## src/rtl/nbc_pkg.sv

```systemverilog
`timescale 1ns/1ps
package nbc_pkg;

   typedef enum logic [1:0] {
      NW_WIDE = 2'b00,
      NW_BYTE = 2'b01,
      NW_HALF = 2'b10,
      NW_RSVD = 2'b11
   } nw_mode_e;

   // index of the final narrow cycle for a width setting
   function automatic logic [1:0] nw_last_beat(nw_mode_e m);
      case (m)
         NW_BYTE: return 2'd3;
         NW_HALF: return 2'd1;
         default: return 2'd0;
      endcase
   endfunction

   // sub-word address presented during a given beat
   function automatic logic [1:0] nw_sub_addr(nw_mode_e m, logic [1:0] b);
      case (m)
         NW_BYTE: return b;
         NW_HALF: return {b[0], 1'b0};
         default: return 2'b00;
      endcase
   endfunction

endpackage

```

## src/rtl/nbc_seq.sv

```systemverilog
`timescale 1ns/1ps
module nbc_seq
   import nbc_pkg::*;
(
   input  logic     clk,
   input  logic     rst_n,
   input  logic     start,
   input  nw_mode_e mode,
   input  logic     ext_rdy,
   output logic     active,
   output logic [1:0] beat,
   output logic     fire,
   output logic     fire_last,
   output logic     done
);

   assign fire      = active && ext_rdy;
   assign fire_last = fire && (beat == nw_last_beat(mode));

   always_ff @(posedge clk or negedge rst_n) begin
      if (!rst_n) begin
         active <= 1'b0;
         beat   <= 2'd0;
         done   <= 1'b0;
      end else begin
         done <= 1'b0;
         if (!active) begin
            if (start) begin
               active <= 1'b1;
               beat   <= 2'd0;
            end
         end else if (fire) begin
            if (fire_last) begin
               active <= 1'b0;
               beat   <= 2'd0;
               done   <= 1'b1;
            end else begin
               beat <= beat + 2'd1;
            end
         end
      end
   end

endmodule

```

## src/rtl/nbc_lanes.sv

```systemverilog
`timescale 1ns/1ps
module nbc_lanes
   import nbc_pkg::*;
#(
   parameter int HOST_W  = 32,
   parameter int EXT_W   = 32,
   parameter int LANE_LO = 8
)(
   input  nw_mode_e           mode,
   input  logic [1:0]         beat,
   input  logic [HOST_W-1:0]  wdata,
   input  logic [EXT_W-1:0]   rd_bus,
   input  logic [HOST_W-1:0]  asm_q,
   output logic [EXT_W-1:0]   wr_bus,
   output logic [HOST_W-1:0]  merged
);

   localparam int BYTE_W = 8;
   localparam int HALF_W = 16;

   logic [4:0] byte_off;
   logic [4:0] half_off;

   assign byte_off = {beat, 3'b000};
   assign half_off = {beat[0], 4'b0000};

   always_comb begin
      wr_bus = '0;
      merged = asm_q;
      case (mode)
         NW_BYTE: begin
            wr_bus[LANE_LO +: BYTE_W] = wdata[byte_off +: BYTE_W];
            merged[byte_off +: BYTE_W] = rd_bus[LANE_LO +: BYTE_W];
         end
         NW_HALF: begin
            wr_bus[LANE_LO +: HALF_W] = wdata[half_off +: HALF_W];
            merged[half_off +: HALF_W] = rd_bus[LANE_LO +: HALF_W];
         end
         default: begin
            wr_bus[HOST_W-1:0] = wdata;
            merged             = rd_bus[HOST_W-1:0];
         end
      endcase
   end

endmodule

```

## src/rtl/nbc_bridge.sv

```systemverilog
`timescale 1ns/1ps
module nbc_bridge
   import nbc_pkg::*;
#(
   parameter int ADDR_W  = 22,
   parameter int N_AREA  = 4,
   parameter int AREA_W  = $clog2(N_AREA),
   parameter int HOST_W  = 32,
   parameter int EXT_W   = 32,
   parameter int LANE_LO = 8
)(
   input  logic                  clk,
   input  logic                  rst_n,
   input  logic [2*N_AREA-1:0]   cfg_mode,
   input  logic                  host_req,
   input  logic                  host_we,
   input  logic [AREA_W-1:0]     host_area,
   input  logic [ADDR_W-1:0]     host_addr,
   input  logic [HOST_W-1:0]     host_wdata,
   output logic                  host_busy,
   output logic                  host_done,
   output logic [HOST_W-1:0]     host_rdata,
   output logic                  ext_cyc,
   output logic                  ext_we,
   output logic [N_AREA-1:0]     ext_sel,
   output logic [ADDR_W-1:0]     ext_addr,
   output logic [1:0]            ext_sub,
   output logic [EXT_W-1:0]      ext_dout,
   input  logic [EXT_W-1:0]      ext_din,
   input  logic                  ext_rdy
);

   localparam int MODE_BITS = 2;

   if (HOST_W != 32) begin : g_err_host
      $error("nbc_bridge: HOST_W must be 32");
   end
   if (EXT_W < HOST_W) begin : g_err_ext
      $error("nbc_bridge: EXT_W must cover the host word");
   end
   if (LANE_LO + 16 > EXT_W) begin : g_err_lane
      $error("nbc_bridge: narrow lane exceeds external bus");
   end
   if (N_AREA < 2 || (1 << AREA_W) != N_AREA) begin : g_err_area
      $error("nbc_bridge: N_AREA must be a power of two, AREA_W its log2");
   end

   logic [MODE_BITS-1:0] area_mode [N_AREA];
   nw_mode_e             raw_mode;
   nw_mode_e             req_mode;
   nw_mode_e             mode_q;
   logic                 we_q;
   logic [AREA_W-1:0]    area_q;
   logic [ADDR_W-1:0]    addr_q;
   logic [HOST_W-1:0]    wdata_q;
   logic [HOST_W-1:0]    asm_q;
   logic [HOST_W-1:0]    rdata_q;
   logic [HOST_W-1:0]    merged;
   logic [EXT_W-1:0]     wr_bus;
   logic                 active;
   logic [1:0]           beat;
   logic                 fire;
   logic                 fire_last;
   logic                 done;
   logic                 accept;

   for (genvar a = 0; a < N_AREA; a++) begin : g_area
      assign area_mode[a] = cfg_mode[MODE_BITS*a +: MODE_BITS];
      assign ext_sel[a]   = active && (area_q == AREA_W'(a));
   end

   assign raw_mode = nw_mode_e'(area_mode[host_area]);
   assign req_mode = (raw_mode == NW_RSVD) ? NW_WIDE : raw_mode;
   assign accept   = host_req && !active;

   nbc_seq u_seq (
      .clk       (clk),
      .rst_n     (rst_n),
      .start     (accept),
      .mode      (mode_q),
      .ext_rdy   (ext_rdy),
      .active    (active),
      .beat      (beat),
      .fire      (fire),
      .fire_last (fire_last),
      .done      (done)
   );

   nbc_lanes #(
      .HOST_W  (HOST_W),
      .EXT_W   (EXT_W),
      .LANE_LO (LANE_LO)
   ) u_lanes (
      .mode   (mode_q),
      .beat   (beat),
      .wdata  (wdata_q),
      .rd_bus (ext_din),
      .asm_q  (asm_q),
      .wr_bus (wr_bus),
      .merged (merged)
   );

   always_ff @(posedge clk or negedge rst_n) begin
      if (!rst_n) begin
         we_q    <= 1'b0;
         area_q  <= '0;
         addr_q  <= '0;
         wdata_q <= '0;
         mode_q  <= NW_WIDE;
         asm_q   <= '0;
         rdata_q <= '0;
      end else if (accept) begin
         we_q    <= host_we;
         area_q  <= host_area;
         addr_q  <= host_addr;
         wdata_q <= host_wdata;
         mode_q  <= req_mode;
         asm_q   <= '0;
      end else if (fire && !we_q) begin
         asm_q <= merged;
         if (fire_last) begin
            rdata_q <= merged;
         end
      end
   end

   assign host_busy  = active;
   assign host_done  = done;
   assign host_rdata = rdata_q;
   assign ext_cyc    = active;
   assign ext_we     = active && we_q;
   assign ext_addr   = addr_q;
   assign ext_sub    = active ? nw_sub_addr(mode_q, beat) : 2'b00;
   assign ext_dout   = (active && we_q) ? wr_bus : '0;

endmodule

```

## config.mk

```make
export PLATFORM = sky130hd
export DESIGN_NAME = nbc_bridge
export DESIGN_NICKNAME = d
export VERILOG_FILES = /design/src/rtl/nbc_pkg.sv /design/src/rtl/nbc_seq.sv /design/src/rtl/nbc_lanes.sv /design/src/rtl/nbc_bridge.sv
export SDC_FILE = /design/constraint.sdc
export NUM_CORES = 1
export LEC_CHECK = 0
export ABC_AREA = 1
export BUFFER_PORTS_ARGS = -buffer_cell sky130_fd_sc_hd__buf_2
export CORE_UTILIZATION = 49
export DETAILED_ROUTE_END_ITERATION = 8
export PLACE_DENSITY = 0.83
export SLEW_MARGIN = 30
export SYNTH_ARGS = -nofsm -noshare
export SYNTH_HDL_FRONTEND = slang
export SYNTH_HIERARCHICAL = 1
export SYNTH_SLANG_ARGS = --single-unit
```

## constraint.sdc

```tcl
create_clock -name clk -period 2.2 [get_ports clk]
set_clock_uncertainty 0.15 [all_clocks]
set_input_delay 0.33 -clock clk [delete_from_list [all_inputs] [get_ports clk]]
set_output_delay 0.33 -clock clk [all_outputs]
set_load 0.02 [all_outputs]
```

# [Word level (Yosys, flattened, before mapping)]
# Cells that the tools add are included.
[totals] in_bits=101 out_inout_bits=96 wordCells=75 register_bits=127
[classes] n_eq_ne=8 add_sub_neg=3 muxes=28 n_lt_le_gt_ge=1 bitwise=2 reduce_logical=17 n_shift=6
[op_table] cell="two-way mux 32 bit" n=3
[op_table] cell="bitwise mux 32 bit" n=2
[op_table] cell="one-hot mux 32 bit (2 select lines)" n=1
[op_table] cell="one-hot mux 8 bit (2 select lines)" n=2
[op_table] cell="variable shift 16 x 7 -> 32 bit, first input constant" n=1
[op_table] cell="variable shift 8 x 7 -> 32 bit, first input constant" n=1
[op_table] cell="variable part select 16 x 7 -> 32 bit" n=1
[op_table] cell="variable part select 32 x 6 -> 16 bit" n=1
[op_table] cell="variable part select 32 x 6 -> 8 bit" n=1
[op_table] cell="variable part select 8 x 7 -> 32 bit" n=1
[op_table] cell="two-way mux 2 bit" n=8
[op_table] cell="two-way mux 8 bit" n=2
[op_table] cell="negation 5 -> 7 bit" n=2
[op_table] cell="logical AND 1 bit" n=9
[op_table] cell="equality test 2 bit, second input constant" n=4
[op_table] cell="one-hot mux 2 bit (2 select lines)" n=2
[op_table] cell="two-way mux 1 bit" n=7
[op_table] cell="binary-select mux 2 bit (select 2 bit)" n=1
[op_table] cell="equality test 2 x 1 -> 1 bit, second input constant" n=2
[op_table] cell="nonzero test 2 bit" n=2
[op_table] cell=">= comparator 3 bit, second input constant" n=1
[op_table] cell="inverter 2 -> 3 bit" n=1
[op_table] cell="AND reduction 3 bit" n=1
[op_table] cell="adder 2 x 1 -> 2 bit, second input constant" n=1
[op_table] cell="other kinds (7)" n=8

# [Depth between registers and ports, before layout]
[depth] ltp_word=7 ltp_mapped=13 depth_no_buf=10

# [Cells and area by module]
# Netlist, hierarchy kept.
[by_module_without_submodules] mod="nbc_bridge" seq_area_each_um2=3078.0 area_per_inst_um2=5318.9 n_inst=1 cells_per_inst=609
[by_module_without_submodules] mod="nbc_lanes" seq_area_each_um2=0.0 area_per_inst_um2=2208.4 n_inst=1 cells_per_inst=466
[by_module_without_submodules] mod="nbc_seq" seq_area_each_um2=100.1 area_per_inst_um2=236.5 n_inst=1 cells_per_inst=31

# [Worst setup path before layout]
# OpenSTA, ideal clock, no wires.
[synth_path] path_kind="register to register" from="register u_seq.beat[1]" to="register asm_q[16]" arrival_ps=2034 setup_time_ps=83 synth_period_minus_slack_ps=2267 n_path_buf=1 required_time_ps=1967 slack_ps=-67 path_stages_with_launch=12 path_cell_list="dfrtp_1 > buf_2 > clkinv_1 > ha_1 > inv_1 > nor2_4 > nand2_1 > o22ai_1 > nand2_1 > nand2_1 > inv_1 > o21ai_0"
[synth_between] elab_chain_cells=6 word_cells_on_any_way=7 classes_between="1 x add/sub; 2 x shift; 4 x mux"
[synth_rtl] element="start, declared" line="nbc_seq.sv:11" text="output logic [1:0] beat,"
[synth_rtl] element="start signal, assigned" line="nbc_seq.sv:38" text="beat <= beat + 2'd1;"
[synth_rtl] element="negation 5 -> 7 bit *" line="nbc_lanes.sv:33" text="merged[byte_off +: BYTE_W] = rd_bus[LANE_LO +: BYTE_W];"
[synth_rtl] element="variable part select 8 x 7 -> 32 bit or variable shift 8 x 7 -> 32 bit (tied branches)" line="nbc_lanes.sv:33"
[synth_rtl] element="bitwise mux 32 bit *" line="nbc_lanes.sv:33"
[synth_rtl] element="one-hot mux 32 bit (2 select lines) *" line="nbc_lanes.sv:30" text="case (mode)"
[synth_rtl] element="named net merged[16]" line="nbc_bridge.sv:58" text="logic [HOST_W-1:0] merged;"
[synth_rtl] element="two-way mux 32 bit *" line="nbc_bridge.sv:119" text="end else if (fire && !we_q) begin"
[synth_rtl] element="two-way mux 32 bit *" line="nbc_bridge.sv:112" text="end else if (accept) begin"
[synth_rtl] element="end signal, assigned" line="nbc_bridge.sv:120" text="asm_q <= merged;"
[synth_rtl] element="end, declared" line="nbc_bridge.sv:56" text="logic [HOST_W-1:0] asm_q;"
# The timed path passes the listed nets; every way through them passes the cells marked *. The select of a mux whose other input is x is not followed.
# A chain may end at the register's enable or synchronous reset.

# [Worst setup path in the final report]
[layout_path] from="register u_seq.beat[0]" to="output port ext_dout[19]"
[layout_between] elab_chain_cells=3
[layout_rtl] element="variable part select 32 x 6 -> 16 bit" line="nbc_lanes.sv:36" text="wr_bus[LANE_LO +: HALF_W] = wdata[half_off +: HALF_W];"
[layout_rtl] element="one-hot mux 8 bit (2 select lines)" line="nbc_lanes.sv:30"
[layout_rtl] element="named net wr_bus[19]" line="nbc_bridge.sv:59" text="logic [EXT_W-1:0] wr_bus;"
[layout_rtl] element="two-way mux 32 bit" line="nbc_bridge.sv:134" text="assign ext_dout = (active && we_q) ? wr_bus : '0;"
[layout_rtl] element="end, declared" line="nbc_bridge.sv:28" text="output logic [EXT_W-1:0] ext_dout,"
# The timed path passes the listed nets, and every way through them passes these cells.

==> metrics.md <==
| Metric | Value |
|---|---|
| Outcome | `finished with violations` |
| Violated checks | `negative setup slack` |
| First-pass GRT wire length | `between 40000 and 50000 µm` |
| TritonCTS Buffers | `17` |
| Sequential area share after synthesis | `0.409` |
| PortBufs | `196` |
| CTS tree | `built` |
| Share of layout cells above drive strength 1 | `0.306` |
| DR pass1 iterations | `7` |
| Worst Hold End | `u_seq/beat[1]$_DFFE_PN0P_` |
| Mapped Area | `between 0.007 and 0.008 mm²` |
| Worst slew pin tran | `roughly 570 ps` |
| Number of core rows | `45` |
| Critical Path, Cell by Cell | `buf_6 > nand2_1 > a21boi_0 > o22ai_2 > inv_1 > nor2_1 > buf_4` |
| Starting DRT DRC Count | `about 1.3k` |
| Pwr Density | `between 1500 and 2000 mW/mm²` |
| Layout Nets | `~1.5k` |
| Diodes inserted | `0` |
| Max-slew violation count | `0` |
| Drt drc | `0` |
| Grt ovf | `0` |
| Clk Tree Root Cell | `clkbuf_16` |
| Syn Inst Count | `1106` |
| Max rail drop VDD | `just under 1000 µV` |
| Startpoint types | `flop` |
| Required time worst endpoint | `1720 ps` |
| Slowest-stage cell, CP | `a21boi_0` |
| Synthesized flop and latch total | `127` |
| Worst path arrival time | `approximately 2300 ps` |
| Final Cell Area | `~0.011 mm²` |
| Area grow syn2layout | `41.0%` |
| Synthesized area per cell | `roughly 7 µm²` |
| Die width | `between 100 and 150 µm` |
| Async set-reset flop share out of synthesis | `1.00` |
| EDFF count, synth | `0` |
| Top post-synthesis cells by area | `dfrtp_1 41%, nand2_1 21%, inv_1 6.7%` |
| # IOs | `approximately 200` |
| H-tree levels | `4` |
| RR Endpoint | `host_rdata[3]$_DFFE_PN0P_` |
| Max_slew headroom | `0.619` |
| LEAKAGE | `between 5 and 6 nW` |
| Total power | `17.8 mW` |
| Dpl hpwl | `16100 µm` |
| Top FF cell, synth | `dfrtp_1` |
| Final TNS setup | `-9100 ps` |
| Routed vias | `9557` |
| Warnings from Yosys | `6` |
| Final setup viols | `56` |
| Die H | `about 130 µm` |
| Core ar. | `between 0.015 and 0.02 mm²` |
| Final period utilization | `1.25` |
| Starting density of the core | `0.507` |
| Post-route minimum period | `approximately 2700 ps` |
| Dpl cell area | `~0.009 mm²` |
| R2R setup slack | `-50 ps` |
| Mapped Nets | `roughly 1.2k` |
| RSZ-0062 raised after global routing | `true` |
| Clock Latency Late Sink | `~430 ps` |
| Worst Setup End Kind | `primary output` |
| Routed Wire Length | `between 30000 and 40000 µm` |
| Max Freq | `roughly 360 MHz` |
| Vias in the first global route | `between 8k and 9k` |
| Worst setup margin | `-545 ps` |
| Clock Sink Count | `127` |
| Vias per cell | `5.98` |
| CTS Buffer Depth | `2` |
| Fin. Hold Viols | `0` |
| Largest net degree at the start of global routing | `48` |
| Clock-pin slew on the worst setup and hold paths | `about 60 ps` |
| Post-synth top area share | `0.409` |
| Hold depth | `4` |
| Buf/Inv on CP | `3` |
| Largest stage delay, worst path | `500 ps` |
| CP Max Fanout | `31` |
| GRT Overall Usage | `0.347` |
| Synth cell types | `30` |
| Gpl congestion | `approximately 0.92` |
| R2R Path Start | `mode_q[1]$_DFFE_PN0P_` |
| FF-to-FF path depth | `13` |
| Most common cell in the synthesized netlist | `nand2_1` |
| Cell family with most CP delay | `compound AO/OA/AOI/OAI gates` |
| Fill count | `1100` |
| Remaining antenna violation count | `0` |
| Hold WC Path Type | `in -> reg` |
| Routed WL per cell | `approximately 20 µm` |
| Final core utilization | `0.715` |
| Max-cap viol count | `0` |
| DIE AREA | `between 0.015 and 0.02 mm²` |
| Initial antenna violation count | `0` |
| Min-delay src | `ext_rdy` |
| Synth area leader | `dfrtp_1` |
| Synth cell count leaders | `429 x nand2_1, 138 x inv_1, 127 x dfrtp_1` |
| Crit Path Class | `reg -> out` |
-- cell type report --
cell class                      instances  area, µm²  area share
Inverter                              144        554      0.0506
Clock buffer                           17        425      0.0389
Clock inverter                         15        165      0.0151
Tap cell                              211        264      0.0241
Multi-Input combinational cell        771       3950       0.361
Sequential cell                       127       3180       0.291
Timing Repair Buffer                  314       2400       0.220
-- metrics by stage --
step / instances / setup slack (ps) / hold WS [ps]
after floorplan: 1106 / 20.9 / -116
after global placement: 1487 / 70.4 / 186
after detailed placement: 1487 / 24.4 / 188
after CTS: 1585 / -203 / 118
after global routing: 1599 / -565 / 122
final: 1599 / -545 / 142
-- report_power, final --
part           leakage (nW)  switching [mW]  total [mW]  internal, mW
logic                  3.94            6.81        10.5          3.72
registers              1.63           0.951        4.32          3.37
clock network         0.287            1.28        2.90          1.62
total                  5.85            9.04        17.8          8.71
-- metal layers --
layer | global-route usage | up-vias | wire (µm)
li1 | - | 4029 | -
met1 | 0.431 | 4387 | 11100
met2 | 0.572 | 888 | 14300
met3 | 0.0801 | 253 | 3770
met4 | 0.162 | 0 | 2220
met5 | 0 | - | 0
-- timing repair --
item / 4_1_cts / 5_1_grt
endpoints found under the hold margin: 85 / 0
endpoints found under the setup margin: 32 / 73
hold buffers: 56 / 0
gates resized for setup: 55 / 98
gates cloned: 2 / 6
setup buffers: 8 / 8
pin swaps: 9 / 29
-- how the worst max path moves through the flow --
stage	end	start	cells after the start
5_1_grt	ext_dout[19]	u_seq/beat[0]$_DFFE_PN0P_	7
3_5_place_dp	ext_dout[8]	mode_q[0]$_DFFE_PN0P_	10
4_1_cts	ext_dout[20]	mode_q[1]$_DFFE_PN0P_	7
2_1_floorplan	asm_q[16]$_DFFE_PN0P_	u_seq/beat[0]$_DFFE_PN0P_	12
6_report	ext_dout[19]	u_seq/beat[0]$_DFFE_PN0P_	7
3_3_place_gp	ext_dout[8]	mode_q[0]$_DFFE_PN0P_	10
-- tightest hold or removal path: stages --
cell     delay (ps)
buf_2            80
nand2_2          70
o21ai_2         110
a21oi_1          80
-- flip-flops by register name (all words and copies together) (netlist names), 2 cells and up --
register / count
wdata_q: 32
host_rdata: 32
ext_addr: 22
mode_q: 2
asm_q: 32
u_seq/beat: 2
area_q: 2
-- placed cells by master (no fill, tap or decap), drive strengths merged, types with 21 or more instances in the layout --
cell type,netlist,routed
a21oi,33,33
a22oi,24,24
inv,143,153
o21ai,93,93
dlygate4sd3,0,56
buf,54,253
o22ai,24,24
nand3,76,76
dfrtp,127,127
nand2,432,432
clkbuf,11,21
nor2,55,55
-- cell families (layout without fill, tap and decap cells) --
group,after synthesis,in the layout,synth area share
buf+inv,209,490,0.121
mux,1,1,0.00129
simple gates,568,569,0.297
compound gates,191,191,0.156
flops,127,127,0.409
fa+ha+maj,10,10,0.0161
No activity file was read; power rests on OpenSTA's default activity.
